File: src/rtl/xcvr_pkg.sv
package xcvr_pkg;
  typedef struct packed {
    logic ce_n;
    logic stb;
    logic oe_n;
  } ctl_t;

  localparam int CTL_W = $bits(ctl_t);
  localparam ctl_t CTL_IDLE = '{ce_n: 1'b1, stb: 1'b0, oe_n: 1'b1};
endpackage

File: src/rtl/xcvr_sync.sv
module xcvr_sync #(
  parameter int W = 3,
  parameter int STAGES = 2,
  parameter logic [W-1:0] RST_VAL = '0
) (
  input  logic         clk,
  input  logic         rst,
  input  logic [W-1:0] d,
  output logic [W-1:0] q
);
  logic [W-1:0] pipe [STAGES];

  for (genvar s = 0; s < STAGES; s++) begin : g_stage
    always_ff @(posedge clk) begin
      if (rst) pipe[s] <= RST_VAL;
      else if (s == 0) pipe[s] <= d;
      else pipe[s] <= pipe[(s == 0) ? 0 : s-1];
    end
  end

  assign q = pipe[STAGES-1];
endmodule

File: src/rtl/xcvr_edge.sv
module xcvr_edge (
  input  logic clk,
  input  logic rst,
  input  logic level,
  output logic rise
);
  logic prev;

  always_ff @(posedge clk) begin
    if (rst) prev <= 1'b0;
    else prev <= level;
  end

  assign rise = level & ~prev;
endmodule

File: src/rtl/xcvr_lane.sv
module xcvr_lane
  import xcvr_pkg::*;
#(
  parameter int HALF_W = 8,
  parameter int STAGES = 2
) (
  input  logic              clk,
  input  logic              rst,
  input  ctl_t              ctl_raw,
  input  logic [HALF_W-1:0] din,
  output logic [HALF_W-1:0] dout,
  output logic              drive,
  output logic              cap
);
  logic [CTL_W-1:0] ctl_bits;
  ctl_t             ctl_s;
  logic             gate;
  logic [HALF_W-1:0] store_q;

  xcvr_sync #(.W(CTL_W), .STAGES(STAGES), .RST_VAL(CTL_IDLE)) u_sync (
    .clk (clk),
    .rst (rst),
    .d   (ctl_raw),
    .q   (ctl_bits)
  );

  assign ctl_s = ctl_t'(ctl_bits);
  // enable gates the strobe: a falling enable under a high strobe is an edge
  assign gate  = ctl_s.stb & ~ctl_s.ce_n;

  xcvr_edge u_edge (
    .clk   (clk),
    .rst   (rst),
    .level (gate),
    .rise  (cap)
  );

  always_ff @(posedge clk) begin
    if (rst) store_q <= '0;
    else if (cap) store_q <= din;
  end

  assign dout  = store_q;
  assign drive = ~ctl_s.ce_n & ~ctl_s.oe_n;
endmodule

File: src/rtl/bidir_reg_xcvr.sv
module bidir_reg_xcvr
  import xcvr_pkg::*;
#(
  parameter int HALF_W = 8,
  parameter int NUM_HALVES = 2,
  parameter int SYNC_STAGES = 2,
  localparam int W = HALF_W * NUM_HALVES
) (
  input  logic                  clk,
  input  logic                  rst,
  input  logic [W-1:0]          a_in,
  output logic [W-1:0]          a_out,
  output logic [NUM_HALVES-1:0] a_oe,
  input  logic [W-1:0]          b_in,
  output logic [W-1:0]          b_out,
  output logic [NUM_HALVES-1:0] b_oe,
  input  logic [NUM_HALVES-1:0] ab_ce_n,
  input  logic [NUM_HALVES-1:0] ab_stb,
  input  logic [NUM_HALVES-1:0] ab_oe_n,
  input  logic [NUM_HALVES-1:0] ba_ce_n,
  input  logic [NUM_HALVES-1:0] ba_stb,
  input  logic [NUM_HALVES-1:0] ba_oe_n
);
  logic [NUM_HALVES-1:0] ab_cap;
  logic [NUM_HALVES-1:0] ba_cap;

  for (genvar h = 0; h < NUM_HALVES; h++) begin : g_half
    ctl_t ab_ctl;
    ctl_t ba_ctl;

    assign ab_ctl = '{ce_n: ab_ce_n[h], stb: ab_stb[h], oe_n: ab_oe_n[h]};
    assign ba_ctl = '{ce_n: ba_ce_n[h], stb: ba_stb[h], oe_n: ba_oe_n[h]};

    xcvr_lane #(.HALF_W(HALF_W), .STAGES(SYNC_STAGES)) u_ab (
      .clk     (clk),
      .rst     (rst),
      .ctl_raw (ab_ctl),
      .din     (a_in[h*HALF_W +: HALF_W]),
      .dout    (b_out[h*HALF_W +: HALF_W]),
      .drive   (b_oe[h]),
      .cap     (ab_cap[h])
    );

    xcvr_lane #(.HALF_W(HALF_W), .STAGES(SYNC_STAGES)) u_ba (
      .clk     (clk),
      .rst     (rst),
      .ctl_raw (ba_ctl),
      .din     (b_in[h*HALF_W +: HALF_W]),
      .dout    (a_out[h*HALF_W +: HALF_W]),
      .drive   (a_oe[h]),
      .cap     (ba_cap[h])
    );
  end
endmodule

File: config.mk
export PLATFORM = sky130hd
export DESIGN_NAME = bidir_reg_xcvr
export DESIGN_NICKNAME = d
export VERILOG_FILES = /design/src/rtl/xcvr_pkg.sv /design/src/rtl/xcvr_sync.sv /design/src/rtl/xcvr_edge.sv /design/src/rtl/xcvr_lane.sv /design/src/rtl/bidir_reg_xcvr.sv
export SDC_FILE = /design/constraint.sdc
export NUM_CORES = 1
export LEC_CHECK = 0
export ABC_AREA = 1
export BUFFER_PORTS_ARGS = -buffer_cell sky130_fd_sc_hd__buf_2
export CAP_MARGIN = 10
export CORE_MARGIN = 2
export CORE_UTILIZATION = 52
export CTS_CLUSTER_SIZE = 12
export DETAILED_ROUTE_END_ITERATION = 8
export GPL_ROUTABILITY_DRIVEN = 1
export PLACE_DENSITY = 0.83
export SYNTH_ARGS = -nofsm -noshare
export SYNTH_HDL_FRONTEND = slang
export SYNTH_SLANG_ARGS = --single-unit
export TNS_END_PERCENT = 1
File: constraint.sdc
create_clock -name clk -period 2.4 [get_ports clk]
set_input_delay 0.6 -clock clk [delete_from_list [all_inputs] [get_ports clk]]
set_output_delay 0.6 -clock clk [all_outputs]
set_load 0.05 [all_outputs]
==> reports/metrics.csv, run 1 <==
metric,value,unit
clock_sinks,60,
ys.flop_type,dfxtp_1,
ios,82,
first_global_vias,1592,
crit_type,register to output port,
wl_per_cell,9.26,um
numCtsBuffers,9,
clk_pin_slew_worst_paths,60,ps
skew,4.25,ps
finalSetupViolCount,0,
final_nets,416,
maxSlewHeadroom,38.0,%
drtIter0Drc,123,
dp_hpwl,2670,um
synth_async_sr_flop_share,0,%
drtAntennaViolNets,0,
final.setup.tns,0,ps
rsz0062_at_grt,no,
post-synth-top-count-cell,nor2_1,
hold_viol,0,
peakVddDrop,0.000436,V
antenna_found_initial,0,
gp_congestion,0.731,
netlist.area_leader.share,53.4,%
hold_class,register to register,
timing.max_cap.violations,0,
grt_pass1_wl,6370,um
drc,0,
finalNonFillerCells,424,
required,1800,ps
grt_overflow,0,
die_w,69.8,um
fmax,618,MHz
timing.final.crit_share,67.4,%
cts_resized,0,
final.min_clock_period,1620,ps
clock_path_buffers,2,
ys_types,13,
status,finished clean,
synthTopCellsByCount,"nor2_1 (80), dfxtp_1 (60), nand2_1 (60)",
worst_setup_path_start_kind,register,
post_cts_buffers,0,
initial_core_util,55.1,%
holdWs,398,ps
synth_area_per_cell,7.73,um^2
die_area,0.00487,mm^2
syn_inst,291,
hold_buffers,0,
diodes,0,
cp_max_fo,2,
drive_above_1_share,31.8,%
placed_cells,409,
core-area,0.00409,mm^2
yosysSeqAreaShare,53.4,%
syn_nets,337,
die_height,69.8,um
routed_wl,3930,um
row_count,23,
grt_max_degree,33,
leakage,1.57,nW
cts_tree,built,
end_kind,output port,
yosysTopAreaCell,dfxtp_1,
worstMarginPinSlew,929,ps
p_per_area,732,mW/mm^2
io_buffer_count,81,
syn-cell-area,0.00225,mm^2
arrival,1020,ps
yosysWarnings,0,
clk-insertion-delay-late,320,ps
grt_usage,16.6,%
vias_per_cell,4.17,
synth_edf_count,0,
cts_root_buffer,clkbuf_8,
vias,1770,
htreeDepth,3,
synth_area_leaders,"dfxtp_1 (53%), nor2_1 (13%), nand2_1 (10%), inv_1 (7.5%), nand3_4 (3.1%)",
ys_ff_latch,60,
syn_to_final_growth,24.9,%
drt_pass1_iterations,4,
report.final.slew_viol_count,0,
==> path summary, 6_finish.rpt <==
| check | startpoint | endpoint | slack [ps] | cells after the start |
|---|---|---|---|---|
| min reg2reg | g_half[0].u_ab.u_sync.pipe[0][0] | g_half[0].u_ab.u_sync.pipe[1][0] | 400 | 1 |
| min | g_half[0].u_ab.u_sync.pipe[0][0] | g_half[0].u_ab.u_sync.pipe[1][0] | 400 | 1 |
| max | g_half[0].u_ab.u_sync.pipe[1][2] | b_oe[0] | 780 | 2 |
| max reg2reg | g_half[0].u_ab.u_sync.pipe[1][1] | g_half[0].u_ab.dout[5] | 1480 | 4 |
==> power by group <==
part / leakage (nW) / internal (mW) / total, mW / switching, mW
logic: 0.980 / 0.0486 / 0.121 / 0.0722
registers: 0.490 / 1.02 / 1.03 / 0.0103
clock network: 0.103 / 0.560 / 0.903 / 0.343
total: 1.57 / 1.63 / 2.06 / 0.426
==> stage by stage <==
step	utilization (%)	worst slack (ps)	power, mW	cell area (um^2)
global placement	63.8	711	1.17	2610
global route	68.7	701	2.14	2810
finish	68.7	781	2.06	2810
detailed placement	63.8	668	1.18	2610
floorplan	-	1200	1.13	2250
CTS	68.7	750	2.08	2810
==> registers in the layout (all words and copies together) (netlist names) <==
signal                   flops
g_half.u_ab.u_edge.prev      2
g_half.u_ab.u_sync.pipe     12
g_half.u_ba.u_sync.pipe     12
g_half.u_ba.u_edge.prev      2
g_half.u_ba.dout            16
g_half.u_ab.dout            16
==> layer usage <==
metal / vias up / wire length, um / global-route usage, %
met2: 51 / 1950 / 28.8
li1: 977 / - / -
met3: 7 / 226 / 7.12
met4: 0 / 52 / 7.05
met5: - / 0 / 0
met1: 735 / 1700 / 17.6
==> placed cells by master (no fill, tap or decap) <==
master	Yosys	layout
dfxtp_1	60	60
clkbuf_8	0	12
or2_1	8	8
inv_2	4	4
nand2_2	8	8
nand2_1	60	60
buf_2	2	81
or2_2	8	8
bufinv_16	0	1
clkbuf_1	0	2
inv_1	45	45
buf_4	6	1
nor2_1	80	80
nand3_4	4	4
==> worst max-delay path, stage by stage (launching register included) <==
cell,delay [ps]
dfxtp_1,320
nor2_1,110
buf_2,270
==> cell type report <==
class / count / area (um^2)
Fill cell: 351 / 1280
Sequential cell: 60 / 1200
Multi-Input combinational cell: 168 / 746
Timing Repair Buffer: 82 / 413
Inverter: 49 / 184
Clock buffer: 14 / 173
Tap cell: 50 / 62.6
Clock inverter: 1 / 30.0
==> cell families (layout without fill, tap and decap cells) <==
logic type	after synthesis	after routing	share of synthesized area [%]
DFF	60	60	53.4
buffers and inverters	63	146	13.5
and+or+nand+nor	168	168	33.1
No activity file was read; power rests on OpenSTA's default activity.
==> run 2: changes to the inputs <==
- CORE_UTILIZATION: 52 -> 48
- PLACE_DENSITY: 0.83 -> 0.78
- clock period: 2.4 -> 1.61 ns (I/O delays scaled with it)
==> run 2 against run 1 <==
  * Clock skew about the same
  * Utilization down 5.0 points
  * Largest cell class unchanged
  * Register-to-register slack worse by 780 ps
==> reports/metrics.csv, run 2 (synthesis results as in run 1) <==
metric,value,unit,change
fin_util,63.7,%,-5.0 points
p_seq_share,48.7,%,-1.5 points
netSwitchingPower,0.657,mW,+54%
cpMaxStageDelayCell,dfxtp_1,,
clk-insertion-delay-late,320,ps,about the same
critPathTopFamily,flip-flops,,
clock_sinks,60,,unchanged
initial_core_util,50.6,%,-4.4 points
row_count,24,,+4.3%
place_area,0.00262,mm^2,+0.38%
routed_wl,3920,um,-0.28%
p_per_area,1120,mW/mm^2,+52%
report.final.slew_viol_count,0,,unchanged
crit_cells,2,,unchanged
skew,4.72,ps,+0.470 ps
worst-path-buf-inv,1,,unchanged
syn_to_final_growth,25.9,%,
htreeDepth,3,,unchanged
hold_buffers,0,,unchanged
drive_above_1_share,32.4,%,+0.63 points
end_kind,output port,,
grt_max_degree,33,,unchanged
layout_common_cells,"buf_2 (81), nor2_1 (80), nand2_1 (60), dfxtp_1 (60), inv_1 (45)",,
grt_pass1_wl,6640,um,+4.3%
die_w,72.5,um,+3.8%
drtIter0Drc,59,,-52%
timing.max_cap.violations,0,,unchanged
p_sw_share,20.8,%,+0.072 points
clock_path_buffers,2,,unchanged
die_area,0.00525,mm^2,+7.8%
intPower,2.50,mW,+54%
finalSetupViolCount,0,,unchanged
r2r_cells,3,,-1
first_global_vias,1638,,+2.9%
gp_congestion,0.693,,-5.1%
final.min_clock_period,1430,ps,
holdPathStages,2,,+1
fmax,701,MHz,
status,finished clean,,
core-area,0.00444,mm^2,+8.8%
antenna_found_initial,0,,unchanged
pwr-share-clk,45.5,%,+1.6 points
ios,82,,unchanged
numCtsBuffers,9,,unchanged
dp_hpwl,2690,um,+0.89%
crit_chain,"nor2_1, buf_2",,
die_height,72.5,um,+3.8%
pwr-share-comb,5.8,%,about the same
worst_setup_path_start_kind,register,,
io_buffer_count,81,,unchanged
rsz0062_at_grt,no,,
hold_viol,0,,unchanged
clk_pin_slew_worst_paths,60,ps,about the same
grt_usage,16.4,%,-0.25 points
post_cts_buffers,0,,unchanged
vias,1778,,+0.45%
critPathMaxStageDelay,320,ps,about the same
drt_pass1_iterations,4,,unchanged
vias_per_cell,4.15,,-0.49%
cts_root_buffer,clkbuf_8,,
final_cell_area,0.00283,mm^2,+0.85%
cts_tree,built,,
layout_commonest_cell,buf_2,,
timing.final.crit_share,88.7,%,
grt_overflow,0,,unchanged
drc,0,,unchanged
hold_class,primary input to register,,
placed_cells,412,,+0.73%
required,1210,ps,-590 ps
finalNonFillerCells,428,,+0.94%
maxSlewHeadroom,78.4,%,+40 points
crit_type,register to output port,,
cts_resized,0,,unchanged
drtAntennaViolNets,0,,unchanged
final_nets,417,,+0.24%
leakage,1.59,nW,+0.96%
diodes,0,,unchanged
peakVddDrop,0.000770,V,+77%
arrival,1020,ps,about the same
cp_max_fo,2,,unchanged
wl_per_cell,9.15,um,-1.2%
worstMarginPinSlew,324,ps,-605 ps
final.setup.tns,0,ps,unchanged
[run 2: cell types whose count changed in the layout (fill, tap and decap cells not counted)]
cell       previous run  this run
clkinv_2              0         3
clkbuf_1              2         1
buf_4                 1         2
bufinv_16             1         2
clkbuf_8             12        10
[run 2: per-stage QoR]
| stage | power [mW] | setup slack [ps] | hold WS, ps |
|---|---|---|---|
| 2_1_floorplan | 1.69 | 605 | 383 |
| 3_3_place_gp | 1.75 | 416 | 384 |
| 3_5_place_dp | 1.76 | 374 | 389 |
| 4_1_cts | 3.20 | 157 | 239 |
| 5_1_grt | 3.29 | 130 | 233 |
| 6_report | 3.16 | 183 | 259 |
[run 2: worst reg2reg max path: cells and delay by family, from the launching register on]
kind / cells / cell delay, ps
flip-flops: 1 / 370
AND/OR/NAND/NOR: 3 / 430
[run 2: layout make-up]
type | count | area, um^2
flip-flops and latches | 60 | 1200
clock buffers | 11 | 141
clock inverters | 5 | 75.1
fillers | 413 | 1610
well taps | 52 | 65.1
multi-input cells | 168 | 746
inverters | 49 | 184
repair buffers | 83 | 420
[run 2: final timing paths]
| kind | startpoint | to | slack (ps) |
|---|---|---|---|
| max | g_half[1].u_ba.u_sync.pipe[1][2] | a_oe[1] | 180 |
| min reg2reg | g_half[0].u_ab.u_sync.pipe[0][0] | g_half[0].u_ab.u_sync.pipe[1][0] | 400 |
| max reg2reg | g_half[1].u_ba.u_sync.pipe[1][1] | g_half[1].u_ba.dout[6] | 700 |
| min | ab_oe_n[1] | g_half[1].u_ab.u_sync.pipe[0][0] | 260 |
[run 2: power by group through the flow]
| stage | logic, mW | registers (mW) | clock network [mW] |
|---|---|---|---|
| 6_report | 0.182 | 1.54 | 1.44 |
| 5_1_grt | 0.203 | 1.54 | 1.55 |
| 4_1_cts | 0.184 | 1.54 | 1.48 |
| 3_5_place_dp | 0.183 | 1.57 | 0 |
| 3_3_place_gp | 0.181 | 1.57 | 0 |
| 2_1_floorplan | 0.0798 | 1.61 | 0 |
[run 2: layer usage]
layer	share of wire [%]	global-route usage [%]
met1	45	19.3
met4	1.4	10.5
met3	6.9	5.28
met5	0	0
met2	47	25.7
==> run 3: changes to the inputs <==
- CORE_UTILIZATION: 48 -> 35
- PLACE_DENSITY: 0.78 -> not set
==> run 3 against run 2 <==
  * Sequential share of layout area fell by 0.61 points
  * Highest routed layer unchanged
  * Final area rose by 1.5%
  * Power rose by 2.5%
  * Via count fell by 1.0%
  * Clock power rose by 6%
  * Hold slack got worse by 20 ps
  * Clock-buffer cell count did not move
  * First-iteration DRC count fell by 37%
==> reports/metrics.csv, run 3 (synthesis results as in run 1) <==
metric,value,unit,change
r2r_setup_slack,710,ps,about the same
post_cts_buffers,0,,unchanged
crit_chain,"nor2_1, buf_2",,
diodes,0,,unchanged
critPathMaxStageDelay,320,ps,about the same
p_seq_share,47.5,%,-1.2 points
die_w,84.2,um,+16%
clock_path_buffers,2,,unchanged
drtAntennaViolNets,0,,unchanged
maxSlewHeadroom,77.6,%,-0.78 points
intPower,2.52,mW,+0.50%
reg2reg_from,g_half[1].u_ba.u_sync.pipe[1][2],,
pwr-share-comb,5.6,%,-0.2 points
clock_sinks,60,,unchanged
final_nets,417,,unchanged
p_sw_share,22.3,%,+1.5 points
end_kind,output port,,
report.final.slew_viol_count,0,,unchanged
fmax,698,MHz,-0.40%
drc,0,,unchanged
regArea,0.00120,mm^2,unchanged
layout_commonest_cell,buf_2,,
drive_above_1_share,32.4,%,unchanged
grt_pass1_wl,6490,um,-2.3%
r2r-end,g_half[1].u_ba.dout[5],,
numCtsBuffers,9,,unchanged
timing.max_cap.violations,0,,unchanged
timing.final.crit_share,89.0,%,+0.36 points
core-area,0.00628,mm^2,+41%
die_height,84.2,um,+16%
p_per_area,1130,mW/mm^2,+1.0%
netSwitchingPower,0.723,mW,+10%
htreeDepth,3,,unchanged
worstHoldStart,ba_oe_n[1],,
cts_root_buffer,clkbuf_8,,
pwr-share-clk,46.9,%,+1.4 points
power,3.24,mW,+2.5%
row_count,29,,+21%
required,1210,ps,about the same
peakVddDrop,0.000698,V,-9.4%
layout_common_cells,"buf_2 (81), nor2_1 (80), nand2_1 (60), dfxtp_1 (60), inv_1 (45)",,
wl_per_cell,8.70,um,-4.8%
multi_input_area,746,um^2,unchanged
worst_setup_path_start_kind,register,,
fill_cells,645,,+56%
routed_wl,3940,um,+0.72%
cp_max_fo,2,,unchanged
hold_buffers,0,,unchanged
ios,82,,unchanged
clk-insertion-delay-late,330,ps,about the same
dp_hpwl,2690,um,about the same
place_area,0.00265,mm^2,+1.2%
grt_max_degree,33,,unchanged
skew,10.3,ps,+5.57 ps
final.setup.tns,0,ps,unchanged
grt_usage,11.8,%,-4.6 points
drt_pass1_iterations,4,,unchanged
initial_core_util,35.8,%,-15 points
antenna_found_initial,0,,unchanged
worstMarginPinSlew,336,ps,+11.7 ps
clk_pin_slew_worst_paths,70,ps,about the same
arrival,1030,ps,about the same
cts_resized,0,,unchanged
r2r_cells,4,,+1
cpMaxStageDelayCell,dfxtp_1,,
vias,1760,,-1.0%
hold_viol,0,,unchanged
vias_per_cell,3.89,,-6.5%
final.min_clock_period,1430,ps,+5.80 ps
gp_congestion,0.683,,-1.5%
final_cell_area,0.00287,mm^2,+1.5%
crit_type,register to output port,,
finalSetupViolCount,0,,unchanged
drtIter0Drc,37,,-37%
holdPathStages,2,,unchanged
die_area,0.00708,mm^2,+35%
cts_tree,built,,
rsz0062_at_grt,no,,
grt_overflow,0,,unchanged
leakage,1.58,nW,-0.21%
fin_util,45.8,%,-18 points
io_buffer_count,81,,unchanged
first_global_vias,1528,,-6.7%
hold_class,primary input to register,,
syn_to_final_growth,27.8,%,
status,finished clean,,
holdPathEnd,g_half[1].u_ba.u_sync.pipe[0][0],,
-- run 3: power by group through the flow --
stage | clock, mW | sequential, mW | combinational, mW
2_1_floorplan | 0 | 1.61 | 0.0798
3_3_place_gp | 0 | 1.57 | 0.183
3_5_place_dp | 0 | 1.57 | 0.185
4_1_cts | 1.57 | 1.54 | 0.185
5_1_grt | 1.63 | 1.54 | 0.202
6_report | 1.52 | 1.54 | 0.182
-- run 3: layout make-up --
type	count	share of cell area (%)
Multi-Input combinational cell	168	25.9
Timing Repair Buffer	83	14.6
Clock buffer	11	4.92
Sequential cell	60	41.8
Clock inverter	5	2.96
Tap cell	77	3.35
Inverter	49	6.40
-- run 3: metal layers --
| metal | global-route usage [%] | vias to the layer above | share of wire, % |
|---|---|---|---|
| li1 | - | 978 | - |
| met1 | 13.9 | 715 | 47 |
| met2 | 17.6 | 58 | 42 |
| met3 | 4.82 | 9 | 8.7 |
| met4 | 7.48 | 0 | 2.4 |
| met5 | 0 | - | 0 |
-- run 3: through the flow --
stage / setup slack [ps] / hold WS (ps) / instances
final: 177 / 240 / 453
after global routing: 102 / 224 / 453
after CTS: 146 / 221 / 453
after detailed placement: 299 / 389 / 437
after global placement: 330 / 387 / 437
after floorplan: 605 / 383 / 291
-- run 3: how the worst max path moves through the flow --
stage / end / cells past startpoint / startpoint / slack [ps]
final: b_oe[1] / 2 / g_half[1].u_ab.u_sync.pipe[1][2] / 180
after global routing: a_oe[1] / 2 / g_half[1].u_ba.u_sync.pipe[1][2] / 100
after CTS: b_oe[1] / 2 / g_half[1].u_ab.u_sync.pipe[1][2] / 150
after detailed placement: g_half[1].u_ab.dout[6] / 5 / rst / 300
after global placement: g_half[1].u_ab.dout[7] / 5 / rst / 330
after floorplan: a_out[0] / 0 / g_half[0].u_ba.dout[0] / 600
-- run 3: worst max-delay path: cells and delay by family, from the launching register on --
family	cells	cell delay (ps)
buffers and inverters	1	270
DFF	1	320
and+or+nand+nor	1	110
